### src/rtl/bcg_pkg.sv
package bcg_pkg;
  // length code field layout: bit 2 selects full page, bits 1:0 give log2 of the fixed length
  localparam int unsigned LEN_CODE_W = 3;
  localparam int unsigned LEN_FULL_BIT = 2;

  typedef enum logic {
    ORD_SEQ = 1'b0,
    ORD_ILV = 1'b1
  } order_e;
endpackage

### src/rtl/bcg_mode_dec.sv
module bcg_mode_dec
  import bcg_pkg::*;
#(
  parameter int unsigned COL_W = 9
) (
  input  logic [LEN_CODE_W-1:0] len_code,
  input  logic                  is_write,
  input  logic                  wr_single,
  input  logic                  ilv_req,
  output logic [COL_W-1:0]      mask,
  output logic [COL_W-1:0]      lenm1,
  output logic                  full,
  output order_e                order
);
  logic single_beat;
  logic [1:0] shift;

  always_comb begin
    single_beat = is_write && wr_single;
    shift = single_beat ? 2'd0 : len_code[1:0];
    full  = !single_beat && len_code[LEN_FULL_BIT];
    if (full) begin
      mask  = '1;
      lenm1 = '1;
      order = ORD_SEQ;
    end else begin
      lenm1 = ~({COL_W{1'b1}} << shift);
      mask  = lenm1;
      order = ilv_req ? ORD_ILV : ORD_SEQ;
    end
  end
endmodule

### src/rtl/bcg_beat_ctr.sv
module bcg_beat_ctr #(
  parameter int unsigned COL_W = 9
) (
  input  logic             clk,
  input  logic             rst_n,
  input  logic             load,
  input  logic             stop,
  input  logic             full,
  input  logic [COL_W-1:0] lenm1,
  output logic             active,
  output logic [COL_W-1:0] cnt,
  output logic             last
);
  assign last = active && !full && (cnt == lenm1);

  always_ff @(posedge clk) begin
    if (!rst_n) begin
      active <= 1'b0;
      cnt    <= '0;
    end else if (load) begin
      active <= 1'b1;
      cnt    <= '0;
    end else if (stop) begin
      active <= 1'b0;
    end else if (active) begin
      if (last) active <= 1'b0;
      else      cnt    <= cnt + 1'b1;
    end
  end
endmodule

### src/rtl/bcg_addr_map.sv
module bcg_addr_map
  import bcg_pkg::*;
#(
  parameter int unsigned COL_W = 9
) (
  input  logic [COL_W-1:0] start,
  input  logic [COL_W-1:0] cnt,
  input  logic [COL_W-1:0] mask,
  input  order_e           order,
  output logic [COL_W-1:0] col
);
  logic [COL_W-1:0] low_seq;
  logic [COL_W-1:0] low_ilv;

  always_comb begin
    low_seq = (start + cnt) & mask;
    low_ilv = (start ^ cnt) & mask;
    col = (start & ~mask) | ((order == ORD_ILV) ? low_ilv : low_seq);
  end
endmodule

### src/rtl/burst_col_gen.sv
module burst_col_gen
  import bcg_pkg::*;
#(
  parameter int unsigned COL_W = 9
) (
  input  logic                  clk,
  input  logic                  rst_n,
  input  logic                  cmd_valid,
  input  logic                  cmd_write,
  input  logic [COL_W-1:0]      start_col,
  input  logic [LEN_CODE_W-1:0] len_code,
  input  logic                  order_ilv,
  input  logic                  wr_single,
  input  logic                  term,
  output logic                  beat_valid,
  output logic [COL_W-1:0]      col_addr,
  output logic                  beat_last
);
  logic [COL_W-1:0] dec_mask, dec_lenm1;
  logic             dec_full;
  order_e           dec_order;

  logic [COL_W-1:0] start_q, mask_q, lenm1_q;
  logic             full_q;
  order_e           order_q;
  logic [COL_W-1:0] cnt;

  bcg_mode_dec #(.COL_W(COL_W)) u_dec (
    .len_code (len_code),
    .is_write (cmd_write),
    .wr_single(wr_single),
    .ilv_req  (order_ilv),
    .mask     (dec_mask),
    .lenm1    (dec_lenm1),
    .full     (dec_full),
    .order    (dec_order)
  );

  always_ff @(posedge clk) begin
    if (!rst_n) begin
      start_q <= '0;
      mask_q  <= '0;
      lenm1_q <= '0;
      full_q  <= 1'b0;
      order_q <= ORD_SEQ;
    end else if (cmd_valid) begin
      start_q <= start_col;
      mask_q  <= dec_mask;
      lenm1_q <= dec_lenm1;
      full_q  <= dec_full;
      order_q <= dec_order;
    end
  end

  bcg_beat_ctr #(.COL_W(COL_W)) u_ctr (
    .clk   (clk),
    .rst_n (rst_n),
    .load  (cmd_valid),
    .stop  (term),
    .full  (full_q),
    .lenm1 (lenm1_q),
    .active(beat_valid),
    .cnt   (cnt),
    .last  (beat_last)
  );

  bcg_addr_map #(.COL_W(COL_W)) u_map (
    .start(start_q),
    .cnt  (cnt),
    .mask (mask_q),
    .order(order_q),
    .col  (col_addr)
  );
endmodule

### config.mk
export PLATFORM = sky130hd
export DESIGN_NAME = burst_col_gen
export DESIGN_NICKNAME = d
export VERILOG_FILES = /design/src/rtl/bcg_pkg.sv /design/src/rtl/bcg_mode_dec.sv /design/src/rtl/bcg_beat_ctr.sv /design/src/rtl/bcg_addr_map.sv /design/src/rtl/burst_col_gen.sv
export SDC_FILE = /design/constraint.sdc
export NUM_CORES = 1
export LEC_CHECK = 0
export BUFFER_PORTS_ARGS = -buffer_cell sky130_fd_sc_hd__buf_2
export CAP_MARGIN = 20
export CORE_ASPECT_RATIO = 1.5
export CORE_MARGIN = 2
export CORE_UTILIZATION = 45
export DETAILED_ROUTE_END_ITERATION = 16
export SLEW_MARGIN = 15
export SYNTH_ARGS = -nofsm -noshare
export SYNTH_HDL_FRONTEND = slang
export SYNTH_HIERARCHICAL = 1
export SYNTH_SLANG_ARGS = --single-unit
### constraint.sdc
create_clock -name clk -period 4.1 [get_ports clk]
set_input_delay 1.23 -clock clk [delete_from_list [all_inputs] [get_ports clk]]
set_output_delay 1.23 -clock clk [all_outputs]
set_load 0.05 [all_outputs]
# After elaboration in Yosys (flattened, before gate mapping)
# Index checks and enable logic that the tools add are counted.
word_totals:
  regBits: 30
  inputBits: 19
  output_inout_bits: 11
  wordCells: 37
classes:
  addsub: 2
  eq_ne: 1
  shifts: 1
  n_mux: 9
  bitwise_logic: 10
  n_reduce_logical: 8
ops:
  columns: ["op", "n"]
  rows:
  - ["9-bit AND", 3]
  - ["9-bit two-way mux", 2]
  - ["9-bit inverter", 2]
  - ["9-bit by 1-bit adder with 9-bit output, second input constant", 1]
  - ["9-bit adder", 1]
  - ["9-bit == test", 1]
  - ["9-bit OR", 1]
  - ["9-bit by 2-bit left shift with 9-bit output, first input constant", 1]
  - ["9-bit XOR", 1]
  - ["1-bit two-way mux", 6]
  - ["1-bit logical AND", 4]
  - ["1-bit inverter", 3]
  - ["3-bit AND reduction", 1]
  - ["1-bit zero test", 2]
  - ["2-bit two-way mux", 1]
  - ["2-bit OR reduction", 1]

# Longest topological paths before layout
logic_depth:
  ltp_word: 7
  depth_mapped: 8
  depth_no_buf: 8

# Cells and area by module
# Netlist, hierarchy kept.
modules_own_cells:
  columns: ["mod", "instances", "cells_per_inst", "area_each_um2", "seq_area_each_um2"]
  rows:
  - ["burst_col_gen", 1, 93, 1103.6, 580.6]
  - ["bcg_beat_ctr", 1, 64, 550.5, 200.2]
  - ["bcg_addr_map", 1, 67, 519.2, 0.0]
  - ["bcg_mode_dec", 1, 22, 156.4, 0.0]

# Worst setup path after synthesis
# Ideal clock, no wire load.
synth_path:
  kind: "register to output"
  start: "reg u_ctr.cnt[0]"
  end: "out col_addr[8]"
  t_arrival_ns: 2.518
  path_slack_ns: 0.352
  path_stages_with_launch: 9
  n_path_buf: 0
  path_cell_list: "dfxtp_1 > ha_1 > inv_1 > fa_1 > nand2b_1 > a211oi_2 > a21oi_1 > o211ai_1 > xor2_1"
synth_between:
  elab_chain_cells: 4
synth_lines:
  columns: ["element", "line_no", "rtl"]
  rows:
  - ["start: declaration", "bcg_beat_ctr.sv:11", "output logic [COL_W-1:0] cnt,"]
  - ["start signal: assignment", "bcg_beat_ctr.sv:27", "else cnt <= cnt + 1'b1;"]
  - ["9-bit adder", "bcg_addr_map.sv:16", "low_seq = (start + cnt) & mask;"]
  - ["9-bit AND", "bcg_addr_map.sv:16", null]
  - ["9-bit two-way mux", "bcg_addr_map.sv:18", "col = (start & ~mask) | ((order == ORD_ILV) ? low_ilv : low_seq);"]
  - ["9-bit OR", "bcg_addr_map.sv:18", null]
  - ["end: declaration", "burst_col_gen.sv:16", "output logic [COL_W-1:0] col_addr,"]
# No other way between the ends.

# Worst setup path in the final report
# Same ends and word-level chain as after synthesis.

==> impl_metrics.csv <==
group,metric,value,unit
layout,final_net_count,289,
sta,hold_slack,527,ps
route,wire_per_inst,13.8,um
synthesis,ys_types,47,
route,first_pass_iters,4,
grt,grt_max_degree,33,
layout,final_layout_size_suffix_gt1_share,18.8,%
flow_run,maxCapViolCount,0,
synthesis,synth_fp_nets,275,
die,rows,32,
worst_setup_path,cp-start-kind,"register",
layout,area_growth,8.70,%
sta,worst_pin_slew,771,ps
grt,grt_pass1_wl,7.87,mm
min_path,hold_class,"reg -> reg",
clocking,clk_latency,290,ps
route,drtIter0Drc,46,
sta,fin_ws,215,ps
worst_setup_path,required,2870,ps
grt,overflow,0,
worst_setup_path,rrSetupSlack,2150,ps
worst_setup_path,cp_slowest_cell,"dfxtp_1",
worst_setup_path,critPathMaxFanout,5,
synthesis,syn_inst,246,
die,coreArea,5080,um^2
layout,num_antenna_cells,0,
route,drt-total-wl,4.55,mm
power,power.density,365,nW/um^2
synthesis,synth_edf_count,0,
sta,max_freq,0.257,GHz
clocking,cts_root_buffer,"clkbuf_8",
placement,gp_congestion,0.749,
clocking,cts_tree,"built",
worst_setup_path,cp_slowest_stage_delay,420,ps
sta,finalCritPeriodShare,94.7,%
sta,slew_headroom,48.4,%
outcome,status,"finished clean",
sta,slew_violations,0,
die,fp.dieArea,5780,um^2
grt,grt_pass1_vias,1709,
sta,finalHoldViolCount,0,
synthesis,synth_ff_type,"dfxtp_1",
power,irDropWorstVdd,0.250,mV
sta,setup_violations,0,
die,io_pins,30,
placement,port_buffers,29,
power,power_leakage,1.10,nW
grt,antenna_found_initial,0,
placement,dp_hpwl,3.30,mm
synthesis,netlist_area,2330,um^2
power,seqPwrFrac,44.5,%
worst_setup_path,worstSetupPathType,"reg -> out",
worst_setup_path,critical_path.top_delay_family,"compound AO/OA/AOI/OAI gates",
worst_setup_path,endpoint_kind,"primary output",
die,fp.dieH,92.1,um
worst_setup_path,cp_num_buf_inv,2,
clocking,cts_hold_buffers,0,
power,combinationalPowerShare,14.5,%
synthesis,syn_avg_cell_area,9.47,um^2
clocking,cts_buffers,5,
route,drtAntennaViolNets,0,
clocking,cts.sinks,39,
clocking,clk_pin_slew,80,ps
die,initial_utilization,45.8,%
synthesis,ys_ff_latch,39,
sta,skew,8.53,ps
grt,grtUsageTotal,17.2,%
clocking,clock_tree.htree_level_count,2,
route,viasPerCell,5.08,
placement,dpl_worst_slack,499,ps
worst_setup_path,path_cells,"ha_1, inv_1, fa_1, nand2b_1, a211oi_4, a21oi_1, o211ai_1, xor2_1, buf_2",
route,vias,1672,
route,drcViolationCount,0,
worst_setup_path,arrival,2650,ps
die,fp.dieW,62.8,um
power,swShare,25.0,%
power,p_clk_share,41.0,%
sta,finalCriticalPeriod,3880,ps
power,p_switching,231,uW
power,intPower,693,uW
synthesis,seq_area_frac_synth,33.5,%
clocking,max-clock-path-buffers,2,
synthesis,ys_async_sr_fraction,0,%
synthesis,yosysWarningCount,6,
## layout by cell type (no fill, tap or decap), types with 4 or more instances in the layout
cell and n:
ha_1 9, inv_1 6, mux2i_1 29, a21oi_1 14, xor2_1 10, o21ai_0 8, xnor2_1 7, nand2_1 9
nand2b_1 4, clkbuf_8 5, nor2_1 10, dfxtp_1 39, buf_2 29, nor2b_1 30
## synthesized netlist by cell type (2+ instances only)
library cell	instances	area (um^2)
dfxtp_1	39	781
nor2b_1	30	188
mux2i_1	29	290
buf_4	17	128
a21oi_1	14	70.1
nor2_1	10	37.5
xor2_1	10	87.6
ha_1	9	113
nand2_1	9	33.8
o21ai_0	8	40.0
xnor2_1	7	61.3
inv_1	6	22.5
nand2b_1	4	25.0
a211oi_2	3	37.5
a31oi_1	3	18.8
mux2_2	3	33.8
nand3_1	3	15.0
nand3b_1	3	22.5
or3_1	3	18.8
a21o_1	2	15.0
and2_1	2	12.5
and3_1	2	12.5
clkbuf_1	2	7.51
nor4_1	2	12.5
o21a_1	2	15.0
o31ai_1	2	15.0
or4_1	2	15.0
## final cells by class
class	instances	area [um^2]
clock buffer	6	72.6
clock inverter	2	60.1
fill	516	2550
inverter	6	22.5
multi-input combinational	178	1360
sequential	39	781
tap	68	85.1
timing repair buffer	30	153
## power by group through the flow
stage	clock (mW)	sequential, mW	combinational (mW)
after CTS	0.390	0.411	0.136
final	0.379	0.411	0.134
after global routing	0.402	0.414	0.147
after floorplan	0	0.417	0.119
after global placement	0	0.420	0.134
after detailed placement	0	0.420	0.136
## registers in the layout, indices dropped and copies added (netlist names)
name and cells:
start_q 9, lenm1_q 9, full_q 1, mask_q 9, u_ctr/cnt 9, u_ctr/active 1, order_q 1
## metal layers
metal / vias to the layer above / routed length, um / GRT usage, %
met4: 0 / 96 / 7.22
met1: 766 / 2070 / 19.8
li1: 871 / - / -
met3: 7 / 154 / 3.31
met5: - / 0 / 0
met2: 28 / 2240 / 30.8
## kinds of logic (layout without fill, tap and decap cells)
group / after synthesis / in the layout / synth area share [%]
mux: 33 / 33 / 14.6
fa+ha+maj: 10 / 10 / 5.69
flops: 39 / 39 / 33.5
compound gates: 43 / 43 / 12.8
buf+inv: 29 / 44 / 8.49
xor+xnor: 17 / 17 / 6.39
simple gates: 75 / 75 / 18.6
## per-stage QoR
| stage | cells | utilization [%] | total power [mW] | TNS [ps] | area (um^2) |
|---|---|---|---|---|---|
| 2_1_floorplan | 246 | - | 0.537 | 0 | 2330 |
| 5_1_grt | 329 | 49.8 | 0.963 | -6.47 | 2530 |
| 3_3_place_gp | 321 | 47.0 | 0.554 | 0 | 2390 |
| 6_report | 329 | 49.8 | 0.925 | 0 | 2530 |
| 4_1_cts | 329 | 49.7 | 0.937 | 0 | 2520 |
| 3_5_place_dp | 321 | 47.0 | 0.556 | 0 | 2390 |
## worst min-delay path: stages, from the launching register on
cell and delay (ps):
dfxtp_1 340, mux2i_1 70, nor2b_1 90
## repair_timing
item,4_1_cts,5_1_grt
buffers inserted,0,0
gates resized for setup,0,1
setup endpoints to repair,0,2
## worst paths after layout
check                           cells after the start                        end                 startpoint
worst max register to register                      5  u_ctr/cnt[7]$_SDFFE_PP0P_  u_ctr/cnt[0]$_SDFFE_PP0P_
worst min register to register                      2        full_q$_SDFFE_PN0P_        full_q$_SDFFE_PN0P_
worst max-delay path                                9                col_addr[8]  u_ctr/cnt[0]$_SDFFE_PP0P_
worst min-delay path                                2        full_q$_SDFFE_PN0P_        full_q$_SDFFE_PN0P_
Power figures use the tool's default switching activity.
